--- src/rtl/rxf_pkg.sv ---
package rxf_pkg;
    localparam int CFG_W        = 8;
    localparam int CFG_HALF_BIT = 3;
    localparam int CFG_SC_BIT   = 0;

    typedef struct packed {
        logic half;
        logic sc_en;
        logic ovr;
    } rxf_ctl_t;
endpackage

--- src/rtl/rxf_store.sv ---
module rxf_store #(
    parameter int DATA_W = 8,
    parameter int DEPTH  = 8,
    parameter int HALF   = 4,
    parameter int CNT_W  = 4
) (
    input  logic              clk,
    input  logic              rst_n,
    input  logic              push_req,
    input  logic [DATA_W-1:0] push_data,
    input  logic              push_flag,
    input  logic              pop_req,
    output logic [DATA_W-1:0] pop_data,
    output logic              pop_flag,
    output logic [CNT_W-1:0]  count,
    output logic [HALF-1:0]   win_flag,
    output logic              drop
);
    localparam int PTR_W = (DEPTH > 1) ? $clog2(DEPTH) : 1;

    typedef struct packed {
        logic [DEPTH-1:0][DATA_W-1:0] dat;
        logic [DEPTH-1:0]             flg;
        logic [PTR_W-1:0]             rp;
        logic [PTR_W-1:0]             wp;
        logic [CNT_W-1:0]             cnt;
        logic [DATA_W-1:0]            rdat;
        logic                         rflg;
    } st_t;

    st_t s_d, s_q;
    logic pop_ok, push_ok;

    function automatic logic [PTR_W-1:0] ptr_inc(input logic [PTR_W-1:0] p);
        return (p == PTR_W'(DEPTH - 1)) ? '0 : p + 1'b1;
    endfunction

    always_comb begin
        s_d     = s_q;
        pop_ok  = pop_req && (s_q.cnt != '0);
        push_ok = push_req && ((s_q.cnt != CNT_W'(DEPTH)) || pop_ok);
        drop    = push_req && !push_ok;
        if (pop_ok) begin
            s_d.rdat = s_q.dat[s_q.rp];
            s_d.rflg = s_q.flg[s_q.rp];
            s_d.rp   = ptr_inc(s_q.rp);
        end
        if (push_ok) begin
            s_d.dat[s_q.wp] = push_data;
            s_d.flg[s_q.wp] = push_flag;
            s_d.wp          = ptr_inc(s_q.wp);
        end
        case ({push_ok, pop_ok})
            2'b10:   s_d.cnt = s_q.cnt + 1'b1;
            2'b01:   s_d.cnt = s_q.cnt - 1'b1;
            default: s_d.cnt = s_q.cnt;
        endcase
    end

    always_ff @(posedge clk) begin
        if (!rst_n) s_q <= '0;
        else        s_q <= s_d;
    end

    // flags of the oldest HALF entries, masked by occupancy
    for (genvar i = 0; i < HALF; i++) begin : g_win
        logic [PTR_W:0] sum;
        logic [PTR_W-1:0] idx;
        always_comb begin
            sum = {1'b0, s_q.rp} + (PTR_W+1)'(i);
            idx = (sum >= (PTR_W+1)'(DEPTH)) ? PTR_W'(sum - (PTR_W+1)'(DEPTH)) : sum[PTR_W-1:0];
            win_flag[i] = s_q.flg[idx] && (s_q.cnt > CNT_W'(i));
        end
    end

    assign pop_data = s_q.rdat;
    assign pop_flag = s_q.rflg;
    assign count    = s_q.cnt;
endmodule

--- src/rtl/rxf_irq.sv ---
module rxf_irq #(
    parameter int HALF  = 4,
    parameter int CNT_W = 4
) (
    input  logic [CNT_W-1:0] count,
    input  logic [HALF-1:0]  win_flag,
    input  logic             half,
    input  logic             sc_en,
    output logic             irq_rx,
    output logic             irq_sc
);
    logic [CNT_W-1:0] thresh;

    always_comb begin
        thresh = half ? CNT_W'(HALF) : CNT_W'(1);
        irq_rx = (count >= thresh);
        irq_sc = half && sc_en && (|win_flag);
    end
endmodule

--- src/rtl/rx_thresh_fifo.sv ---
module rx_thresh_fifo
    import rxf_pkg::*;
#(
    parameter  int DATA_W = 8,
    parameter  int DEPTH  = 8,
    localparam int CNT_W  = $clog2(DEPTH + 1)
) (
    input  logic              clk,
    input  logic              rst_n,
    input  logic              cfg_we,
    input  logic [CFG_W-1:0]  cfg_wdata,
    input  logic              wr_en,
    input  logic [DATA_W-1:0] wr_data,
    input  logic              wr_flag,
    input  logic              rd_en,
    output logic [DATA_W-1:0] rd_data,
    output logic              rd_flag,
    input  logic              err_clr,
    output logic [CNT_W-1:0]  fill_level,
    output logic              char_avail,
    output logic              irq_rx_avail,
    output logic              irq_special,
    output logic              overrun
);
    localparam int HALF = DEPTH / 2;

    rxf_ctl_t ctl_d, ctl_q;
    logic [HALF-1:0] win_flag;
    logic drop;

    rxf_store #(.DATA_W(DATA_W), .DEPTH(DEPTH), .HALF(HALF), .CNT_W(CNT_W)) store_i (
        .clk       (clk),
        .rst_n     (rst_n),
        .push_req  (wr_en),
        .push_data (wr_data),
        .push_flag (wr_flag),
        .pop_req   (rd_en),
        .pop_data  (rd_data),
        .pop_flag  (rd_flag),
        .count     (fill_level),
        .win_flag  (win_flag),
        .drop      (drop)
    );

    rxf_irq #(.HALF(HALF), .CNT_W(CNT_W)) irq_i (
        .count    (fill_level),
        .win_flag (win_flag),
        .half     (ctl_q.half),
        .sc_en    (ctl_q.sc_en),
        .irq_rx   (irq_rx_avail),
        .irq_sc   (irq_special)
    );

    always_comb begin
        ctl_d = ctl_q;
        if (cfg_we) begin
            ctl_d.half  = cfg_wdata[CFG_HALF_BIT];
            ctl_d.sc_en = cfg_wdata[CFG_SC_BIT];
        end
        if (drop)         ctl_d.ovr = 1'b1;
        else if (err_clr) ctl_d.ovr = 1'b0;
    end

    always_ff @(posedge clk) begin
        if (!rst_n) ctl_q <= '0;
        else        ctl_q <= ctl_d;
    end

    assign char_avail = (fill_level != '0);
    assign overrun    = ctl_q.ovr;
endmodule

--- config.mk ---
export PLATFORM = sky130hd
export DESIGN_NAME = rx_thresh_fifo
export DESIGN_NICKNAME = d
export VERILOG_FILES = /design/src/rtl/rxf_pkg.sv /design/src/rtl/rxf_store.sv /design/src/rtl/rxf_irq.sv /design/src/rtl/rx_thresh_fifo.sv
export SDC_FILE = /design/constraint.sdc
export NUM_CORES = 1
export LEC_CHECK = 0
export BUFFER_PORTS_ARGS = -buffer_cell sky130_fd_sc_hd__buf_2
export CAP_MARGIN = 5
export CORE_AREA = 2 2 142 144
export CTS_BUF_LIST = sky130_fd_sc_hd__clkbuf_8 sky130_fd_sc_hd__clkbuf_16
export DETAILED_ROUTE_END_ITERATION = 10
export DIE_AREA = 0 0 144 146
export HOLD_SLACK_MARGIN = 0.05
export PLACE_DENSITY = 0.47
export SLEW_MARGIN = 20
export SYNTH_ARGS = -nofsm -noshare
export SYNTH_HDL_FRONTEND = slang
export SYNTH_SLANG_ARGS = --single-unit
--- constraint.sdc ---
create_clock -name clk -period 4.13 [get_ports clk]
set_input_delay 0.2065 -clock clk [delete_from_list [all_inputs] [get_ports clk]]
set_output_delay 0.2065 -clock clk [all_outputs]
set_load 0.01 [all_outputs]
---- After elaboration in Yosys (flattened, before gate mapping) ----
Index checks and enable logic that the tools add are counted.
word-level totals
  flip-flop bits (word level) ............. 94
  bits of input ports ..................... 23
  output and inout port bits .............. 17
  logic and storage cells ................. 93
cells by class
  add/sub/neg operators ................... 11
  $lt $le $gt $ge ......................... 16
  equality and inequality tests ........... 5
  mux-type cells .......................... 28
  reduce and logical (&&, ||, !) cells .... 16
operator list
  operator             number
  $bwmux 64            1
  $bmux 8 s3           1
  $demux 8 s3          1
  $lt 3x4->1 const B   6
  $mux 3               7
  $mux 8               2
  $bmux 1 s3           5
  $ge 4x4->1 const B   3
  $sub 3x1->3 const B  4
  $logic_and 1x1->1    10
  $add 3x2->4 const B  2
  $bwmux 8             1
  $gt 4x1->1 const B   2
  $gt 4x2->1 const B   2
  $mux 1               8
  $pmux 4 s2           1
  $add 3x1->3 const B  2
  $eq 3x3->1 const B   2
  $add 3x1->4 const B  1
  $add 4x1->4 const B  1
  $ge 3x4->1 const B   1
  $ge 4x4->1           1
  $ne 4x4->1 const B   1
  $reduce_bool 2->1    2
  other kinds (9)      9

---- Depth between registers and ports, before layout ----
Gate-level depths: netlist of run 1.
  depth after elaboration ................. 8
  depth in mapped cells ................... 11
  mapped depth without buffers ............ 9

---- Hierarchy ----
From an unflattened synthesis of run 1, not the netlist that was laid out.
second synthesis, totals
  cells, all modules ...................... 500
  area, all modules ....................... 4,690.7 µm²
modules (own cells, without submodules)
  module          instances  cells each  area each (µm²)  sequential area each (µm²)
  rxf_store       1          481         4,513.1          1,821.7
  rx_thresh_fifo  1          10          113.9            60.1
  rxf_irq         1          9           63.8             0.0

---- Least setup slack after synthesis of run 1 ----
OpenSTA, ideal clock, no wires.
  kind .................................... reg-to-reg
  from .................................... reg store_i.s_q, in the netlist store_i.count[0]
  to ...................................... reg store_i.s_q, in the netlist store_i.count[3]
  setup time .............................. 0.115 ns
  data arrival time ....................... 2.619 ns
  slack ................................... 1.396 ns
  cell stages (with the launch flop) ...... 12
  buffers on the path ..................... 2
  period minus slack after synthesis ...... 2.734 ns
  path through ............................ dfxtp_1 > inv_1 > ha_1 > or3b_1 > and2_1 > buf_2 > buf_2 > ha_1 > or4b_2 > a21oi_1 > xor2_1 > and2_1
between the ends
  longest elaborated chain between the ends .. 6
  elaborated cells between the ends (all ways) .. 11
  classes of those cells .................. 2 x add/sub; 3 x eq/ne; 1 x mux; 5 x reduce/logical
ends and longest elaborated chain
  element                                                 RTL line              text
  start: declaration                                      rxf_store.sv:31       st_t s_d, s_q;
  start signal: assignment                                rxf_store.sv:61       if (!rst_n) s_q <= '0;
  start signal: assignment                                rxf_store.sv:62       else s_q <= s_d;
  $reduce_bool 4->1 *                                     --
  named net char_avail                                    rx_thresh_fifo.sv:20  output logic char_avail,
  $logic_and 1x1->1 *                                     rxf_store.sv:40       pop_ok = pop_req && (s_q.cnt != '0);
  named net store_i.pop_ok                                rxf_store.sv:32       logic pop_ok, push_ok;
  $logic_or 1x1->1                                        rxf_store.sv:41       push_ok = push_req && ((s_q.cnt != CNT_W'(DEPTH)) || pop_ok);
  $logic_and 1x1->1                                       rxf_store.sv:41
  $eq 2x1->1 / $eq 2x2->1 (equally long branches)         rxf_store.sv:53       case ({push_ok, pop_ok})
  $pmux 4 s2 / $reduce_bool 2->1 (equally long branches)  --
Mark *: on every way through the listed nets, which the timed path passes. The rest lies on a longest branch.
A chain may end at the register's enable or synchronous reset.

---- Final worst setup path of run 1 ----
  from .................................... reg store_i.s_q, in the netlist store_i.count[0]
  to ...................................... reg store_i.s_q, in the netlist store_i.count[3]
between the ends
  longest elaborated chain between the ends .. 6
  elaborated cells between the ends (all ways) .. 11
  classes of those cells .................. 2 x add/sub; 3 x eq/ne; 1 x mux; 5 x reduce/logical
ends and longest elaborated chain
  element                                                 RTL line
  $reduce_bool 4->1                                       rxf_store.sv:40
  $logic_and 1x1->1                                       rxf_store.sv:40
  $logic_or 1x1->1                                        rxf_store.sv:41
  $logic_and 1x1->1                                       rxf_store.sv:41
  $eq 2x1->1 / $eq 2x2->1 (equally long branches)         rxf_store.sv:53
  $pmux 4 s2 / $reduce_bool 2->1 (equally long branches)  --
Parallel ways exist; a longest one is shown, timed or not.

==> metrics.txt, run 1 <==
mux contribution to synthesized area 29.9%; startpoint types register; dominant synthesized flop cell dfxtp_1; post-synthesis simple-gate area fraction 16.3%; post-synthesis adder-cell area fraction 3.14%; FF+latch count, synth 94; Mapped Cells 431; DRC 0; post-place setup slack 903 ps; RSZ-0062 raised after global routing false; final period utilization 77.4%; # clock sinks 94; pwr/cell area 477 nW/um2; Worst EP required 4380 ps; core area 19300 um2; skew final 8.21 ps; H-tree depth 3; Synth Area in Compound Gates 4.32%; Routed Antenna Nets 0; cell family contributing the most delay on the critical path simple AND/OR/NAND/NOR gates; DR WL/cell 15.0 um; DIE WIDTH 144 um; Tot Pwr 2560 uW; via count 3034; multi-input logic area 2610 um2; Worst slew margin 34.6%; Sequential Area 1880 um2; Die ar. 21000 um2; Area after DPL 5050 um2; Post-CTS Hold Buffers 0; I/O pin count 40; final net count 463; final critical-path required period 3200 ps; area leader, netlist dfxtp_1; Max Cap Viol 0; initial core utilization 24.7%; largest net degree at the start of global routing 95; Antenna diodes 0; die height 146 um; Buf+Inv Stages, Crit Path 1; synthesized area 4780 um2; detailed-placement wirelength estimate 6.65 mm; Reg clk slew, reported paths 60 ps; Initial DRC Count 167; cell area after layout 5370 um2; final wirelength 10.5 mm; critical path endpoint category register; Fin Setup TNS 0 ps; GRT overflow 0; clock buffer depth 2; Critical Path AT 3440 ps; final setup vio count 0; Syn Nets 466; drt first pass iters 4; largest family of logic cells by synthesized area multiplexers; number of global-route vias before repair 3023; Hold Slack 117 ps; Post-synth top cells dfxtp_1 (94), mux2i_1 (87), nor2b_1 (80), clkbuf_1 (21), mux4_2 (19); root buffer cell clkbuf_16; Final Hold Violating Endpoints 0; routability congestion estimate 0.696; Synth area leaders dfxtp_1 (39%), mux2i_1 (18%), nor2b_1 (10%); Crit Path Max Fanout 23; CP peak stage delay 660 ps; post-synth cell types 36; Post-synth ARST share 0%; Syn Area/Cell 11.1 um2; Final Worst Setup Slack 932 ps; crit-path cells inv_1 > ha_1 > or3b_1 > and2_1 > ha_1 > or4b_2 > a21oi_1 > xor2_1 > and2_1; final max-slew violation count 0; worst min-delay path category in2reg; # rows 51; status completed; Post-synth EDFFs 0; Post-CTS Setup Bufs 0; Slowest-stage cell, CP and2_1; Synth Warn # 0; port bufs 33; worst-skew pair later-pin latency 350 ps; Max Clk Rate 313 MHz; Total GRT Usage 10.6%; fillers 2005; critical path class reg2reg; top-area cell type share of the netlist area 39.4%; Leak 0.00223 uW; ratio of cells with drive above 1 in the final layout 17.8%; Slew @ Worst Pin 976 ps; Peak VDD IR 0.205 mV; CTS tree yes; CTS Buf Count 9; Post-Synth XOR/XNOR Area 0.733%; count leader, synth dfxtp_1; Seq/Total Area, Yosys 39.4%; drt via density 4.35; PostCTS Resize Cnt 0; first-pass GRT wire length 16.8 mm; Syn-to-layout area delta 12.3%; initial antenna violation count 0
cell families after synthesis:
logic type      count (synthesis)
xor+xnor                        4
simple gates                  127
compound gates                 25
flops                          94
buf+inv                        58
mux                           111
fa+ha+maj                      12
routing by layer:
layer	track usage, %	vias up	wire length (um)
met1	14.2	1491	5180
met3	2.04	13	322
met5	0	-	0
li1	-	1497	-
met2	16.4	33	4770
met4	4.80	0	209
layout by cell type, fill, tap and decap left out, drive strengths merged, types with 3 or more instances in the layout:
cell type and n:
dfxtp 94, mux2i 87, nor2b 80, buf 38
mux4 24, nand2 16, ha 12, clkbuf 11
o211a 9, inv 8, nor2 7, and2 4
o311ai 4, a21boi 4, nand4bb 3, nand4 3
xnor2 3, a21oi 3
per-stage QoR:
| step | std cells | util (%) |
|---|---|---|
| 2_1_floorplan | 431 | - |
| 3_3_place_gp | 682 | 26.1 |
| 3_5_place_dp | 682 | 26.1 |
| 4_1_cts | 698 | 27.8 |
| 5_1_grt | 698 | 27.8 |
| 6_report | 698 | 27.8 |
state kept, by name (all words and copies together) (netlist names):
| name | count |
|---|---|
| ctl_q | 2 |
| overrun | 1 |
| store_i.count | 4 |
| store_i.pop_data | 8 |
| store_i.pop_flag | 1 |
| store_i.s_q | 78 |
cell type report:
class | count | area share [%]
inverters | 6 | 0.420
flip-flops and latches | 94 | 35.1
multi-input cells | 279 | 48.7
clock buffers | 11 | 4.71
well taps | 265 | 6.18
clock inverters | 5 | 1.19
repair buffers | 38 | 3.78
final timing paths:
kind / start / end / slack (ps) / cells past startpoint
worst max-delay path: store_i.count[0] / store_i.count[3] / 930 / 9
worst max register to register: store_i.count[0] / store_i.count[3] / 930 / 9
worst min-delay path: cfg_wdata[3] / ctl_q[2] / 120 / 3
worst min register to register: store_i.pop_data[0] / store_i.pop_data[0] / 500 / 1
tightest hold or removal path, cell delays in order:
cell and delay [ps]:
buf_2 70, mux2i_1 50, nor2b_1 90
report_power, final:
part	switching (uW)	internal [uW]	total [uW]
combinational	340	297	638
clock	375	508	883
sequential	60.8	977	1040
total	776	1780	2560
(Power assumes the default switching activity.)
==> run 2: changes to the inputs <==
--- a/config.mk
+++ b/config.mk
@@ -12,7 +12,7 @@
 export DETAILED_ROUTE_END_ITERATION = 10
 export DIE_AREA = 0 0 144 146
 export HOLD_SLACK_MARGIN = 0.05
-export PLACE_DENSITY = 0.47
+export PLACE_DENSITY = 0.48
 export SLEW_MARGIN = 20
 export SYNTH_ARGS = -nofsm -noshare
 export SYNTH_HDL_FRONTEND = slang
==> constraint.sdc (replaced) <==
create_clock -name clk -period 2.8 [get_ports clk]
set_input_delay 0.14 -clock clk [delete_from_list [all_inputs] [get_ports clk]]
set_output_delay 0.14 -clock clk [all_outputs]
set_load 0.01 [all_outputs]
==> run 2 against run 1 <==
  * Clock power up 40%
  * Sequential power up 46%
  * Total power up 47%
  * Via count up 2.8%
  * Count of clock-buffer cells in the layout down 2
  * Final cell count up 2.1%
  * Wire length up 0.70%
  * Critical path type is now reg2out
==> metrics.txt, run 2 (synthesized netlist as in run 1, its figures left out) <==
Total GRT Usage 10.5%; Initial DRC Count 179; final setup vio count 0; worst min-delay path category in2reg; DIE WIDTH 144 um; first-pass GRT wire length 16.7 mm; Post-CTS Hold Buffers 2; drt first pass iters 4; most frequent cells in the layout dfxtp_1 (94), mux2i_1 (87), nor2b_1 (80), buf_2 (33), mux4_2 (19); Leak 0.00229 uW; # clock sinks 94; critical path class reg2out; Worst slew margin 51.8%; port bufs 33; initial antenna violation count 0; final net count 478; largest net degree at the start of global routing 50; number of global-route vias before repair 3046; initial core utilization 24.7%; routability congestion estimate 0.702; Routed Antenna Nets 0; die height 146 um; core area 19300 um2; most common cell after layout, fill and taps aside dfxtp_1; Reg clk slew, reported paths 70 ps; DRC 0; critical path endpoint category output port; Crit Path Max Fanout 19; Post-CTS Setup Bufs 0; post-place setup slack 273 ps; Register-to-Register Path Depth 9; Critical Path AT 2460 ps; GRT overflow 0; final period utilization 92.9%; startpoint types register; Final Worst Setup Slack 199 ps; Final Hold Violating Endpoints 0; DR WL/cell 14.8 um; # rows 51; clock buffer depth 2; Syn-to-layout area delta 14.4%; drt via density 4.38; final max-slew violation count 0; Antenna diodes 0; final wirelength 10.5 mm; cell area after layout 5470 um2; via count 3120; max FFs per register 78; ratio of cells with drive above 1 in the final layout 19.9%; detailed-placement wirelength estimate 7.00 mm; Area after DPL 5150 um2; Max Cap Viol 0; PostCTS Resize Cnt 0; CTS tree yes; pwr/cell area 689 nW/um2; status completed; Hold Slack 98.8 ps; largest reg by FF count store_i.s_q; H-tree depth 3; Die ar. 21000 um2; WHS Path Cells 3; Worst EP required 2660 ps; Max Clk Rate 384 MHz; Fin Setup TNS 0 ps; Peak VDD IR 0.197 mV; I/O pin count 40; final critical-path required period 2600 ps; Final Util 28.3%; worst-skew pair later-pin latency 350 ps; CTS Buf Count 9; RSZ-0062 raised after global routing false; Slew @ Worst Pin 723 ps; root buffer cell clkbuf_16; skew final 7.69 ps
-- run 2: changes by cell type in the layout (fill, tap and decap cells not counted), sizes merged --
| cell | before | now |
|---|---|---|
| dlygate4sd3 | 0 | 2 |
| buf | 38 | 51 |
| inv | 8 | 9 |
| clkinvlp | 1 | 2 |
| clkbuf | 11 | 9 |
-- run 2: worst paths after layout --
path	startpoint	to	slack (ps)
hold / removal	cfg_we	ctl_q[2]	100
hold reg to reg	store_i.pop_flag	store_i.pop_flag	500
setup reg to reg	store_i.count[0]	store_i.count[3]	260
setup / recovery	store_i.s_q[16]	irq_special	200
-- run 2: routing by layer --
layer  global-route usage [%]  wire, um
met1                     13.8      5130
met2                     16.5      4920
met3                     2.27       290
met4                     4.85       214
met5                        0         0
-- run 2: where the power goes --
| group | total [uW] | internal, uW | leakage (uW) | switching, uW |
|---|---|---|---|---|
| registers | 1520 | 1440 | 0.000762 | 79.2 |
| clock network | 1240 | 697 | 0.000145 | 548 |
| logic | 1000 | 478 | 0.00138 | 523 |
| total | 3770 | 2620 | 0.00229 | 1150 |
-- run 2: stage by stage --
step,cells,power [uW]
3_5_place_dp,695,2570
2_1_floorplan,431,2350
4_1_cts,713,3830
6_report,713,3770
5_1_grt,713,3990
3_3_place_gp,695,2540
-- run 2: cell type report --
class                           instances  area (um2)
Clock buffer                            9         225
Clock inverter                          7        73.8
Fill cell                            2008       13900
Inverter                                6        22.5
Multi-Input combinational cell        279        2610
Sequential cell                        94        1880
Tap cell                              265         332
Timing Repair Buffer                   53         320
-- run 2: critical path: stages, from the launching register on --
cell and delay, ps:
dfxtp_1 340, buf_4 180, buf_4 360, ha_1 220, ha_1 260, o311ai_0 110, nand4_1 140, o311a_1 370
buf_2 140
==> run 3: changes to the inputs <==
--- a/config.mk
+++ b/config.mk
@@ -5,12 +5,13 @@
 export SDC_FILE = /design/constraint.sdc
 export NUM_CORES = 1
 export LEC_CHECK = 0
+export ABC_AREA = 1
 export BUFFER_PORTS_ARGS = -buffer_cell sky130_fd_sc_hd__buf_2
 export CAP_MARGIN = 5
-export CORE_AREA = 2 2 142 144
+export CORE_AREA = 2 2 140 142
 export CTS_BUF_LIST = sky130_fd_sc_hd__clkbuf_8 sky130_fd_sc_hd__clkbuf_16
 export DETAILED_ROUTE_END_ITERATION = 10
-export DIE_AREA = 0 0 144 146
+export DIE_AREA = 0 0 142 144
 export HOLD_SLACK_MARGIN = 0.05
 export PLACE_DENSITY = 0.48
 export SLEW_MARGIN = 20
==> run 3 against run 2 <==
  * Sequential share of layout area up 1.5 points
  * Wire length increased by 26%
  * Clock power shrank 6%
  * Flip-flop and latch count stayed put
  * Register-to-register slack gained 400 ps
  * Non-clock buffer count down 5
  * Highest routed layer unchanged
==> metrics.txt, run 3 <==
top-area cell type share of the netlist area 40.1%; FF+latch count, synth 94; WHS Path Cells 3; skew final 7.30 ps; final net count 670; Worst slew margin 48.4%; final max-slew violation count 0; # rows 51; Total GRT Usage 13.4%; initial core utilization 24.6%; routability congestion estimate 0.778; Post-synth ARST share 0%; root buffer cell clkbuf_16; drt first pass iters 5; status completed; core area 19100 um2; via count 4070; Post-synth top cells a21oi_1 (98), dfxtp_1 (94), nand2_1 (92), nand3_1 (83), o21ai_0 (61); count leader, synth a21oi_1; Synth Warn # 0; Max Clk Rate 422 MHz; cell mode on critical path nand2_1; worst min-delay path category in2reg; CTS Buf Count 9; Final Hold Violating Endpoints 0; Slowest-stage cell, CP buf_4; Syn Nets 658; first-pass GRT wire length 20.8 mm; CTS tree yes; dominant synthesized flop cell dfxtp_1; final period utilization 84.7%; Buf+Inv Stages, Crit Path 2; Routed Antenna Nets 0; Register-to-Register Path Depth 11; clock buffer depth 2; synthesized area 4690 um2; Synth area leaders dfxtp_1 (40%), a21oi_1 (10%), nand3_1 (8.9%); Max Cap Viol 0; port bufs 33; Critical Path AT 2230 ps; Syn Area/Cell 7.52 um2; Leak 0.00194 uW; number of global-route vias before repair 3595; Highest Signal Layer met4; post-synth cell types 32; DIE WIDTH 142 um; CP peak stage delay 410 ps; Area after DPL 4950 um2; cell family contributing the most delay on the critical path buffers and inverters; Detail Route met3 WL 485 um; WL met1 6.74 mm; final wirelength 13.3 mm; Mapped Cells 623; Hold Slack 61.8 ps; cell area after layout 5250 um2; Die ar. 20400 um2; most frequent cells in the layout a21oi_1 (98), dfxtp_1 (93), nand2_1 (92), nand3_1 (83), o21ai_0 (61); Initial DRC Count 352; Fin Setup TNS 0 ps; pwr/cell area 785 nW/um2; Met2 Wirelength 5.81 mm; worst-skew pair later-pin latency 360 ps; Antenna diodes 0; detailed-placement wirelength estimate 8.49 mm; Syn-to-layout area delta 12.0%; RSZ-0062 raised after global routing false; GRT overflow 0; # clock sinks 94; PostCTS Resize Cnt 0; DRC 0; Post-synth EDFFs 0; die height 144 um; DR WL/cell 15.1 um; startpoint types register; crit-path cells buf_4 > ha_1 > ha_1 > nand3b_1 > nand2_1 > nand2_1 > nand2_1 > nor2_1 > nor2_1 > buf_2; critical path endpoint category output port; Worst EP required 2660 ps; H-tree depth 3; Slew @ Worst Pin 773 ps; largest reg by FF count store_i.s_q; Seq/Total Area, Yosys 40.1%; critical path class reg2out; final critical-path required period 2370 ps; Crit Path Max Fanout 49; Reg clk slew, reported paths 70 ps; most common cell after layout, fill and taps aside a21oi_1; WP depth 10; Peak VDD IR 0.285 mV; final setup vio count 0; Final Util 27.5%; max FFs per register 78; Tot Pwr 4120 uW; I/O pin count 40; ratio of cells with drive above 1 in the final layout 15.8%; area leader, netlist dfxtp_1; initial antenna violation count 0; drt via density 4.64; largest net degree at the start of global routing 50
## run 3: cell types whose count changed after synthesis, moves of 9 or more
| cell | before | now |
|---|---|---|
| nor2_1 | 7 | 16 |
| nand2_2 | 0 | 12 |
| inv_1 | 6 | 52 |
| mux2i_1 | 87 | 0 |
| nand3_1 | 2 | 83 |
| nand2_1 | 16 | 92 |
| nor2b_1 | 80 | 0 |
| o211ai_1 | 0 | 16 |
| mux4_2 | 19 | 0 |
| clkbuf_1 | 21 | 12 |
| o21ai_0 | 2 | 61 |
| a21oi_2 | 0 | 9 |
| buf_2 | 16 | 6 |
| a21oi_1 | 3 | 98 |
## run 3: routing by layer
layer,vias up,global-route usage [%]
met2,72,19.9
met4,0,5.37
li1,2134,-
met5,-,0
met1,1851,19.6
met3,13,1.75
## run 3: worst paths after layout
| path | startpoint | endpoint | slack (ps) |
|---|---|---|---|
| max | store_i.s_q[16] | irq_special | 430 |
| min | cfg_we | ctl_q[2] | 60 |
| max reg2reg | store_i.count[0] | store_i.count[3] | 660 |
| min reg2reg | store_i.s_q[51] | store_i.s_q[51] | 450 |
## run 3: repair_timing
| item | in CTS | in global routing |
|---|---|---|
| setup buffers | 0 | 0 |
| hold buffers | 3 | 0 |
| endpoints found under the hold margin | 2 | 0 |
## run 3: stage by stage
stage | setup slack (ps) | std cells
after floorplan | 935 | 623
after global placement | 672 | 859
after detailed placement | 677 | 859
after CTS | 352 | 878
after global routing | 193 | 878
final | 428 | 878
## run 3: logic make-up after synthesis
family	after synthesis	synth area share [%]
compound gates	191	22.3
xor+xnor	2	0.374
fa+ha+maj	12	3.20
buf+inv	103	11.2
flops	94	40.1
simple gates	221	22.9
## run 3: layout make-up
| type | instances | area (um2) |
|---|---|---|
| sequential | 94 | 1880 |
| clock inverter | 7 | 48.8 |
| timing repair buffer | 48 | 298 |
| multi-input combinational | 426 | 2280 |
| clock buffer | 9 | 225 |
| fill | 2077 | 13800 |
| inverter | 56 | 215 |
| tap | 238 | 298 |
## run 3: report_power, final
part,switching [uW],leakage (uW),internal [uW]
Sequential,89.9,0.000764,1450
Clock,569,0.000136,604
Combinational,923,0.00104,490
## run 3: worst register-to-register path: stages, from the launching register on
cell and delay [ps]:
dfxtp_1 350, inv_1 180, ha_1 310, nand2_2 120
nand2_4 190, inv_2 60, ha_1 370, nor2_1 140
nand4_1 80, nand2_1 90, o21ai_0 70, a21oi_1 120
